[config.mk]
export PLATFORM = sky130hd
export DESIGN_NAME = brownout_reset_seq
export DESIGN_NICKNAME = d
export VERILOG_FILES = /design/src/rtl/brs_pkg.sv /design/src/rtl/brs_sync.sv /design/src/rtl/brs_dip_filter.sv /design/src/rtl/brs_hold_timer.sv /design/src/rtl/brownout_reset_seq.sv
export SDC_FILE = /design/constraint.sdc
export NUM_CORES = 1
export LEC_CHECK = 0
export ABC_CLOCK_PERIOD_IN_PS = 2300
export BUFFER_PORTS_ARGS = -buffer_cell sky130_fd_sc_hd__buf_2
export CAP_MARGIN = 20
export CORE_ASPECT_RATIO = 0.6
export CORE_MARGIN = 8
export CORE_UTILIZATION = 55
export CTS_BUF_LIST = sky130_fd_sc_hd__clkbuf_16
export CTS_CLUSTER_DIAMETER = 80
export DETAILED_ROUTE_END_ITERATION = 7
export PLACE_DENSITY = 0.78
export SYNTH_ARGS = -nofsm -noshare
export SYNTH_HDL_FRONTEND = slang
export SYNTH_SLANG_ARGS = --single-unit
export TNS_END_PERCENT = 1
[constraint.sdc]
create_clock -name clk_i -period 2.3 [get_ports clk_i]
set_clock_uncertainty 0.1 [all_clocks]
set_input_delay 0.23 -clock clk_i [delete_from_list [all_inputs] [get_ports clk_i]]
set_output_delay 0.23 -clock clk_i [all_outputs]
set_load 0.05 [all_outputs]
[src/rtl/brs_pkg.sv]
package brs_pkg;
  typedef enum logic [1:0] {
    ST_LOW  = 2'd0,  // supply flagged low
    ST_HOLD = 2'd1,  // supply good, timeout running
    ST_RUN  = 2'd2
  } brs_state_e;
endpackage

[src/rtl/brs_sync.sv]
module brs_sync #(
  parameter int   STAGES  = 2,
  parameter logic RST_VAL = 1'b1
) (
  input  logic clk_i,
  input  logic rst_ni,
  input  logic d_i,
  output logic q_o
);
  logic [STAGES-1:0] q;

  generate
    if (STAGES == 1) begin : g_one
      always_ff @(posedge clk_i or negedge rst_ni)
        if (!rst_ni) q <= RST_VAL;
        else         q <= d_i;
    end else begin : g_chain
      always_ff @(posedge clk_i or negedge rst_ni)
        if (!rst_ni) q <= {STAGES{RST_VAL}};
        else         q <= {q[STAGES-2:0], d_i};
    end
  endgenerate

  assign q_o = q[STAGES-1];
endmodule

[src/rtl/brs_dip_filter.sv]
module brs_dip_filter #(
  parameter int DIP_CYCLES = 2000
) (
  input  logic clk_i,
  input  logic rst_ni,
  input  logic below_i,   // synchronised
  output logic dip_o
);
  localparam int DW = $clog2(DIP_CYCLES + 1);
  localparam logic [DW-1:0] LIMIT = DW'(DIP_CYCLES);

  logic [DW-1:0] cnt;

  // saturating run-length of consecutive low-supply cycles
  always_ff @(posedge clk_i or negedge rst_ni)
    if (!rst_ni)          cnt <= LIMIT;
    else if (!below_i)    cnt <= '0;
    else if (cnt != LIMIT) cnt <= cnt + 1'b1;

  assign dip_o = (cnt == LIMIT);

  AST_QUAL_FROM_LOW: assert property (@(posedge clk_i) disable iff (!rst_ni)
    $rose(dip_o) |-> $past(below_i)) else $error("qualified without low flag");
endmodule

[src/rtl/brs_hold_timer.sv]
module brs_hold_timer #(
  parameter int HOLD_CYCLES = 24_000_000
) (
  input  logic clk_i,
  input  logic rst_ni,
  input  logic start_i,
  output logic done_o
);
  localparam int TW = (HOLD_CYCLES > 2) ? $clog2(HOLD_CYCLES) : 1;
  localparam logic [TW-1:0] LAST = TW'(HOLD_CYCLES - 1);

  logic [TW-1:0] cnt;

  always_ff @(posedge clk_i or negedge rst_ni)
    if (!rst_ni)          cnt <= '0;
    else if (start_i)     cnt <= '0;
    else if (cnt != LAST) cnt <= cnt + 1'b1;

  assign done_o = (cnt == LAST);

  AST_START_CLEARS: assert property (@(posedge clk_i) disable iff (!rst_ni)
    start_i |=> !done_o) else $error("timer done right after start");
endmodule

[src/rtl/brownout_reset_seq.sv]
module brownout_reset_seq
  import brs_pkg::*;
#(
  parameter int DIP_CYCLES  = 2000,        // ~20 us at 100 MHz
  parameter int HOLD_CYCLES = 24_000_000,  // ~240 ms at 100 MHz, >= 2
  parameter bit ACTIVE_HIGH = 1'b0
) (
  input  logic clk_i,
  input  logic rst_ni,
  input  logic below_i,
  output logic sys_rst_o,
  output logic hold_o
);
  logic below_s, dip_q, hold_done, tmr_start;
  brs_state_e state, state_nx;

  brs_sync #(.STAGES(2), .RST_VAL(1'b1)) u_sync (
    .clk_i(clk_i), .rst_ni(rst_ni), .d_i(below_i), .q_o(below_s)
  );

  brs_dip_filter #(.DIP_CYCLES(DIP_CYCLES)) u_filt (
    .clk_i(clk_i), .rst_ni(rst_ni), .below_i(below_s), .dip_o(dip_q)
  );

  brs_hold_timer #(.HOLD_CYCLES(HOLD_CYCLES)) u_tmr (
    .clk_i(clk_i), .rst_ni(rst_ni), .start_i(tmr_start), .done_o(hold_done)
  );

  always_comb begin
    state_nx  = state;
    tmr_start = 1'b0;
    unique case (state)
      ST_LOW: if (!below_s) begin
        state_nx  = ST_HOLD;
        tmr_start = 1'b1;
      end
      ST_HOLD: begin
        if (dip_q)          state_nx = ST_LOW;  // qualified dip restarts timeout
        else if (hold_done) state_nx = ST_RUN;
      end
      ST_RUN:  if (dip_q) state_nx = ST_LOW;
      default: state_nx = ST_LOW;
    endcase
  end

  always_ff @(posedge clk_i or negedge rst_ni)
    if (!rst_ni) state <= ST_LOW;
    else         state <= state_nx;

  logic rst_on;
  assign rst_on = (state != ST_RUN);

  generate
    if (ACTIVE_HIGH) begin : g_hi
      assign sys_rst_o = rst_on;
    end else begin : g_lo
      assign sys_rst_o = ~rst_on;
    end
  endgenerate

  assign hold_o = rst_on;

  AST_NO_EARLY_RELEASE: assert property (@(posedge clk_i) disable iff (!rst_ni)
    (state == ST_HOLD && !hold_done) |=> state != ST_RUN) else $error("early release");
  AST_DIP_FORCES_LOW: assert property (@(posedge clk_i) disable iff (!rst_ni)
    (dip_q && state != ST_LOW) |=> state == ST_LOW) else $error("dip missed");
  AST_LOW_EXITS_TO_HOLD: assert property (@(posedge clk_i) disable iff (!rst_ni)
    (state == ST_LOW) |=> state != ST_RUN) else $error("skipped hold");
  AST_STATUS_AGREES: assert property (@(posedge clk_i) disable iff (!rst_ni)
    hold_o == (ACTIVE_HIGH ? sys_rst_o : !sys_rst_o)) else $error("status mismatch");
endmodule

==> summary.txt, run 1 <==
Clock tree
  – Clock Root Buffer: clkbuf_16
  – TritonCTS Buffers: 5
  – Resize count post-CTS: 0
  – CTS Buffer Depth: 2
  – Clk_lat worst skew: 0.28 ns
  – # clock sinks: 40
  – H-tree depth: 2
  – CTS clock-pin slew for the worst setup and hold paths: 0.06 ns
  – TritonCTS clock tree: done

Routing
  – DRC violations left: 0
  – ANT nets after route: 0
  – WL final: about 4000 um
  – Wire per inst: 15.0 um
  – First drt pass iteration count: 4
  – Routed vias/inst: 5.87
  – Initial DRC count: about 150
  – Vias: 1527

Cells and area
  – Final core occ: 62.9%
  – Final net count: 218
  – Layout cells sized above 1: 12.7%
  – Diode count: 0
  – Non-Filler Instances: 260
  – Commonest non-fill, non-tap cell in the layout: dfrtp_1
  – Area Overhead vs Synth: 11.1%
  – Most frequent cells in the layout: dfrtp_1, nor2_1, xnor2_1

Power and ir drop
  – Leak: 0.977 nW
  – Tot Pwr: 1.53 mW
  – Peak supply drop: 0.481 mV
  – Power Density: 672 mW/mm2

Synth
  – Ys Warns: 0
  – Unique cell type count in the Yosys netlist: 40
  – Synth Area per Inst: 9.94 um2
  – Top post-synthesis cells by area: dfrtp_1, dfstp_2, xnor2_1
  – Number of synthesized flops with an enable pin: 0
  – Ys async rst share: 100%
  – Syn Nets: 212
  – Synth Instances: 206
  – Seq/Total Area, Yosys: roughly 49%
  – Area leader, netlist: dfrtp_1
  – Post-Syn Area: around 0.002 mm2
  – Dominant synthesized flop cell: dfrtp_1
  – Share of the synthesized area in the top cell type: 39.1%
  – #FFs+latches synth: 40

Job
  – Max cap viols: 0

GRT
  – Global route overflow: 0
  – Total GRT Usage: 14.3%
  – Global-route wire length before repair: 6750 um
  – Number of global-route vias before repair: around 1400
  – Largest net degree at the start of global routing: 41
  – Initial antenna violation count: 0

Run status
  – Run status: complete, no violations

Setup path
  – Setup crit end kind: flip-flop
  – Reg-to-reg endpoint: u_tmr.cnt[7]$_DFFE_PN0P_
  – Critical Path RT: 2.41 ns
  – Kind of critical path: flip-flop to flip-flop
  – Reg2Reg Depth: 6
  – Crit path from: u_tmr.cnt[0]$_DFFE_PN0P_
  – Critical-path top delay cell: or4_1
  – RR Startpoint: u_tmr.cnt[0]$_DFFE_PN0P_
  – CP max stage delay: around 0.48 ns
  – Cells along the critical path: ha_1 -> and4_4 -> and2_4 -> and3_4 -> or4_1 -> a21oi_1
  – Critical Path AT: 2.11 ns
  – Critical Path Sink: u_tmr.cnt[7]$_DFFE_PN0P_
  – R2r setup slk: 0.30 ns
  – Worst Path Max Fanout: 12
  – Crit start category: flip-flop

Timing
  – Final WS setup: 0.297 ns
  – Worst-margin pin slew: 0.905 ns
  – Total Neg Setup Slack: 0 ns
  – Setup Viol. Count Final: 0
  – Hold Fails Final Rpt: 0
  – RSZ-0062 raised after global routing: no
  – Slew Viols, Final: 0
  – Final worst-path cycle share: 87.1%
  – Slew headroom: 39.3%
  – Fmax achieved: 499 MHz
  – Tmin final: 2.00 ns

Die
  – Initial Util: 56.6%
  – Core ar.: 0.00362 mm2
  – Die area: 0.00600 mm2
  – Die X-Extent: 94.8 um
  – Chip Height: 63.3 um
  – Ports: 5
  – Site Rows: 17

Placed design
  – Port Buffer Count: 4
  – Pre-CTS setup slack: 0.312 ns
  – DP Cell Count: 250
  – Detailed placement HPWL: 2610 um
  – Gpl congestion: 0.838

Min path
  – Min-Delay Path Depth: 0
  – Worst min path class: flip-flop to flip-flop
critical path: cells and delay by family (launching register included):
kind / cells / cell delay (ns)
fa+ha+maj: 1 / 0.24
flops: 1 / 0.40
simple gates: 4 / 1.03
compound gates: 1 / 0.15
final cells by class:
type                            count  area (um2)
Clock buffer                        5         125
Clock inverter                      3        42.5
Fill cell                         299        1340
Inverter                            6        22.5
Multi-Input combinational cell    152         967
Sequential cell                    40        1010
Tap cell                           47        58.8
Timing Repair Buffer                7        47.5
flip-flops by register name, indices dropped and copies added, names as in the netlist:
name and flops:
u_tmr.cnt 25, u_filt.cnt 11, state 2, u_sync.q 2
through the flow:
stage	hold WS [ns]	area [um2]
after floorplan	-0.166	2050
after global placement	0.237	2090
after detailed placement	0.236	2090
after CTS	0.258	2270
after global routing	0.258	2270
final	0.256	2270
timing repair:
item,4_1_cts,5_1_grt
setup endpoints to repair,0,0
setup buffers,0,0
hold endpoints to repair,33,0
hold buffers,2,0
metal layers:
metal / routed length [um] / up-vias / track usage, % / share of wire, %
met5: 0 / - / 0 / 0
met4: 69 / 0 / 5.80 / 1.8
met3: 202 / 8 / 4.37 / 5.2
met2: 1520 / 37 / 18.3 / 39
met1: 2100 / 743 / 21.2 / 54
li1: - / 739 / - / -
kinds of logic (layout without fill, tap and decap cells):
group | after synthesis | after routing | share of synthesized area, %
compound gates | 25 | 25 | 7.51
xor+xnor | 21 | 21 | 8.98
fa+ha+maj | 3 | 3 | 1.83
buf+inv | 14 | 21 | 3.67
flops | 40 | 40 | 49.4
mux | 1 | 1 | 0.489
simple gates | 102 | 102 | 28.2
where the power goes:
part / internal [mW] / total, mW / leakage, nW / switching, mW
registers: 0.712 / 0.721 / 0.513 / 0.00892
clock network: 0.509 / 0.779 / 0.0814 / 0.270
logic: 0.0111 / 0.0295 / 0.383 / 0.0183
worst min path at each step:
stage,slack (ns),to,start
6_report,0.26,u_sync.q[1]$_DFF_PN1_,u_sync.q[0]$_DFF_PN1_
2_1_floorplan,-0.17,state[0]$_DFFE_PN0P_,rst_ni
5_1_grt,0.26,u_sync.q[1]$_DFF_PN1_,u_sync.q[0]$_DFF_PN1_
3_3_place_gp,0.24,u_sync.q[0]$_DFF_PN1_,below_i
4_1_cts,0.26,u_sync.q[1]$_DFF_PN1_,u_sync.q[0]$_DFF_PN1_
3_5_place_dp,0.24,u_sync.q[0]$_DFF_PN1_,below_i
Yosys cell counts, types with 2 or more instances:
cell type	instances
or3_1	5
and4_1	4
o21ai_0	5
xnor2_1	15
nand3_1	12
or4_1	3
nor2_1	17
nand4_1	7
and2_1	9
a21oi_1	8
ha_1	3
inv_1	6
nand2_1	14
nor2b_1	5
and3_1	8
a31o_2	2
clkbuf_1	5
nor3_1	8
dfrtp_1	32
xor2_1	6
buf_6	3
a31oi_1	4
dfstp_2	8
No activity file was read; power rests on OpenSTA's default activity.
==> run 2: changes to the inputs <==
--- a/constraint.sdc
+++ b/constraint.sdc
@@ -3,3 +3,3 @@
 set_input_delay 0.23 -clock clk_i [delete_from_list [all_inputs] [get_ports clk_i]]
 set_output_delay 0.23 -clock clk_i [all_outputs]
-set_load 0.05 [all_outputs]
+set_load 0.1 [all_outputs]
==> run 2 against run 1 <==
Net effect: core utilization increased by 0.069 points; first-iteration DRC count decreased by 23%; die area unchanged; fmax up 0.76%; final cell count unchanged; via count shrank 3.0%; combinational power is 2% higher; global-route usage fell by 0.24 points; critical path type unchanged; worst setup slack gained 0.015 ns; hold slack hardly changed; largest power group unchanged; largest cell class unchanged.
==> summary.txt, run 2 (synthesis results as in run 1) <==
Clock tree
  – CTS Buffer Depth: 2 (unchanged)
  – Resize count post-CTS: 0 (unchanged)
  – Clock Root Buffer: clkbuf_16
  – H-tree depth: 2 (unchanged)
  – Clk_lat worst skew: 0.28 ns (about the same)
  – CTS clock-pin slew for the worst setup and hold paths: 0.06 ns (about the same)
  – TritonCTS Buffers: 5 (unchanged)
  – # clock sinks: 40 (unchanged)
  – TritonCTS clock tree: done

Setup path
  – R2r setup slk: 0.31 ns (+0.02 ns)
  – CP max stage delay: 0.47 ns (about the same)
  – Critical-path top delay cell: or4_1
  – Cell family with most CP delay: simple AND/OR/NAND/NOR gates
  – Worst Path Max Fanout: 12 (unchanged)
  – Crit path from: u_tmr.cnt[0]$_DFFE_PN0P_
  – RR Startpoint: u_tmr.cnt[0]$_DFFE_PN0P_
  – Critical Path RT: 2.41 ns (about the same)
  – Worst path buffer plus inverter count: 0 (unchanged)
  – Reg2Reg Depth: 6 (unchanged)
  – Setup crit end kind: flip-flop
  – Critical Path Sink: u_tmr.cnt[7]$_DFFE_PN0P_
  – Cells along the critical path: ha_1 -> and4_4 -> and2_4 -> and3_4 -> or4_1 -> a21oi_1
  – Reg-to-reg endpoint: u_tmr.cnt[7]$_DFFE_PN0P_
  – Critical Path AT: 2.10 ns (about the same)
  – Kind of critical path: flip-flop to flip-flop
  – Crit start category: flip-flop
  – Cell count along the critical path: 6 (unchanged)

Power and ir drop
  – Psw: 290 uW (-2.5%)
  – Leak: 0.975 nW (-0.27%)
  – Peak supply drop: 0.432 mV (-10%)
  – Clock power frac: 50.4% (-0.5 points)
  – Reg power frac: 47.6% (+0.5 points)
  – Comb power frac: 2.0% (about the same)
  – Internal: 1.23 mW (-0.44%)
  – Sw Share: 19.1% (-0.32 points)
  – Power Density: 666 mW/mm2 (-0.94%)

Timing
  – Hold_ws: 0.257 ns (+0.000450 ns)
  – Slew Viols, Final: 0 (unchanged)
  – Total Neg Setup Slack: 0 ns (unchanged)
  – Final WS setup: 0.312 ns (+0.0151 ns)
  – Worst-margin pin slew: 0.841 ns (-0.0645 ns)
  – Setup Viol. Count Final: 0 (unchanged)
  – Slew headroom: 43.9% (+4.6 points)
  – Final worst-path cycle share: 86.4% (-0.66 points)
  – RSZ-0062 raised after global routing: no
  – Tmin final: 1.99 ns (-0.0151 ns)
  – Hold Fails Final Rpt: 0 (unchanged)
  – Fmax achieved: 503 MHz (+0.76%)

Cells and area
  – Diode count: 0 (unchanged)
  – Most frequent cells in the layout: dfrtp_1, nor2_1, xnor2_1
  – Layout cells sized above 1: 12.7% (unchanged)
  – Final Instance Area: 0.00228 mm2 (+0.11%)
  – Final net count: 218 (unchanged)
  – Commonest non-fill, non-tap cell in the layout: dfrtp_1
  – Largest reg by FF count: u_tmr.cnt
  – Max FFs per register: 25 (unchanged)
  – Top Registers: u_tmr.cnt (25), u_filt.cnt (11)
  – Area Overhead vs Synth: 11.2%

GRT
  – Largest net degree at the start of global routing: 41 (unchanged)
  – Global-route wire length before repair: 6530 um (-3.2%)
  – Initial antenna violation count: 0 (unchanged)
  – Number of global-route vias before repair: 1360 (-3.3%)
  – Global route overflow: 0 (unchanged)
  – Total GRT Usage: 14.1% (-0.24 points)

Die
  – Chip Height: 63.3 um (unchanged)
  – Die X-Extent: 94.8 um (unchanged)
  – Core ar.: 0.00362 mm2 (unchanged)
  – Site Rows: 17 (unchanged)
  – Ports: 5 (unchanged)
  – Initial Util: 56.6% (unchanged)
  – Die area: 0.00600 mm2 (unchanged)

Placed design
  – Port Buffer Count: 4 (unchanged)
  – Pre-CTS setup slack: 0.321 ns (+0.00930 ns)
  – Placed Instance Area: 0.00209 mm2 (+0.36%)
  – Detailed placement HPWL: 2600 um (-0.52%)
  – Gpl congestion: 0.818 (-2.4%)

Routing
  – ANT nets after route: 0 (unchanged)
  – WL final: 3790 um (-2.6%)
  – First drt pass iteration count: 4 (unchanged)
  – Vias: 1481 (-3.0%)
  – Wire per inst: 14.6 um (-2.6%)
  – DRC violations left: 0 (unchanged)
  – Routed vias/inst: 5.70 (-3.0%)
  – Initial DRC count: 117 (-23%)

Job
  – Max cap viols: 0 (unchanged)

Run status
  – Run status: complete, no violations

Min path
  – Worst min path class: flip-flop to flip-flop
-- run 2: cell counts in the layout (fill, tap and decap cells not counted) --
Identical to the previous run, type by type.
-- run 2: stage by stage --
step	utilization, %	std cells	power [mW]
final	63.0	260	1.52
after global routing	63.0	260	1.57
after CTS	63.0	260	1.54
after detailed placement	57.9	250	0.763
after global placement	57.9	250	0.761
after floorplan	-	206	0.742
-- run 2: worst register-to-register path: cells and delay by family, from the launching register on --
family	cells	cell delay (ns)
flops	1	0.40
simple gates	4	1.02
fa+ha+maj	1	0.24
compound gates	1	0.15
-- run 2: final cells by class --
cell class                 count  area, um2
sequential                    40       1010
fill                         298       1340
clock buffer                   5        125
timing repair buffer           7       47.5
multi-input combinational    152        975
inverter                       6       22.5
clock inverter                 3       37.5
tap                           47       58.8
-- run 2: layer usage --
| metal | global-route usage [%] | wire length, um | vias to the layer above |
|---|---|---|---|
| met5 | 0 | 0 | - |
| met4 | 7.16 | 74 | 0 |
| met3 | 4.61 | 161 | 9 |
| met2 | 17.4 | 1510 | 24 |
| met1 | 20.6 | 2050 | 709 |
| li1 | - | - | 739 |
-- run 2: what timing repair did --
action	in CTS	in global routing
hold endpoints to repair	33	0
hold buffers	2	0
buffers inserted	0	0
-- run 2: power by group through the flow --
stage / Clock [mW] / Combinational [mW] / Sequential, mW
after floorplan: 0 / 0.0123 / 0.729
after global placement: 0 / 0.0282 / 0.733
after detailed placement: 0 / 0.0293 / 0.734
after CTS: 0.782 / 0.0317 / 0.722
after global routing: 0.806 / 0.0364 / 0.723
final: 0.765 / 0.0301 / 0.722
-- run 2: worst min path at each step --
stage	from	endpoint	slack [ns]	cells past startpoint
floorplan	rst_ni	state[0]$_DFFE_PN0P_	-0.17	0
global placement	below_i	u_sync.q[0]$_DFF_PN1_	0.24	1
detailed placement	below_i	u_sync.q[0]$_DFF_PN1_	0.24	1
CTS	u_sync.q[0]$_DFF_PN1_	u_sync.q[1]$_DFF_PN1_	0.26	0
global route	u_sync.q[0]$_DFF_PN1_	u_sync.q[1]$_DFF_PN1_	0.26	0
finish	u_sync.q[0]$_DFF_PN1_	u_sync.q[1]$_DFF_PN1_	0.26	0
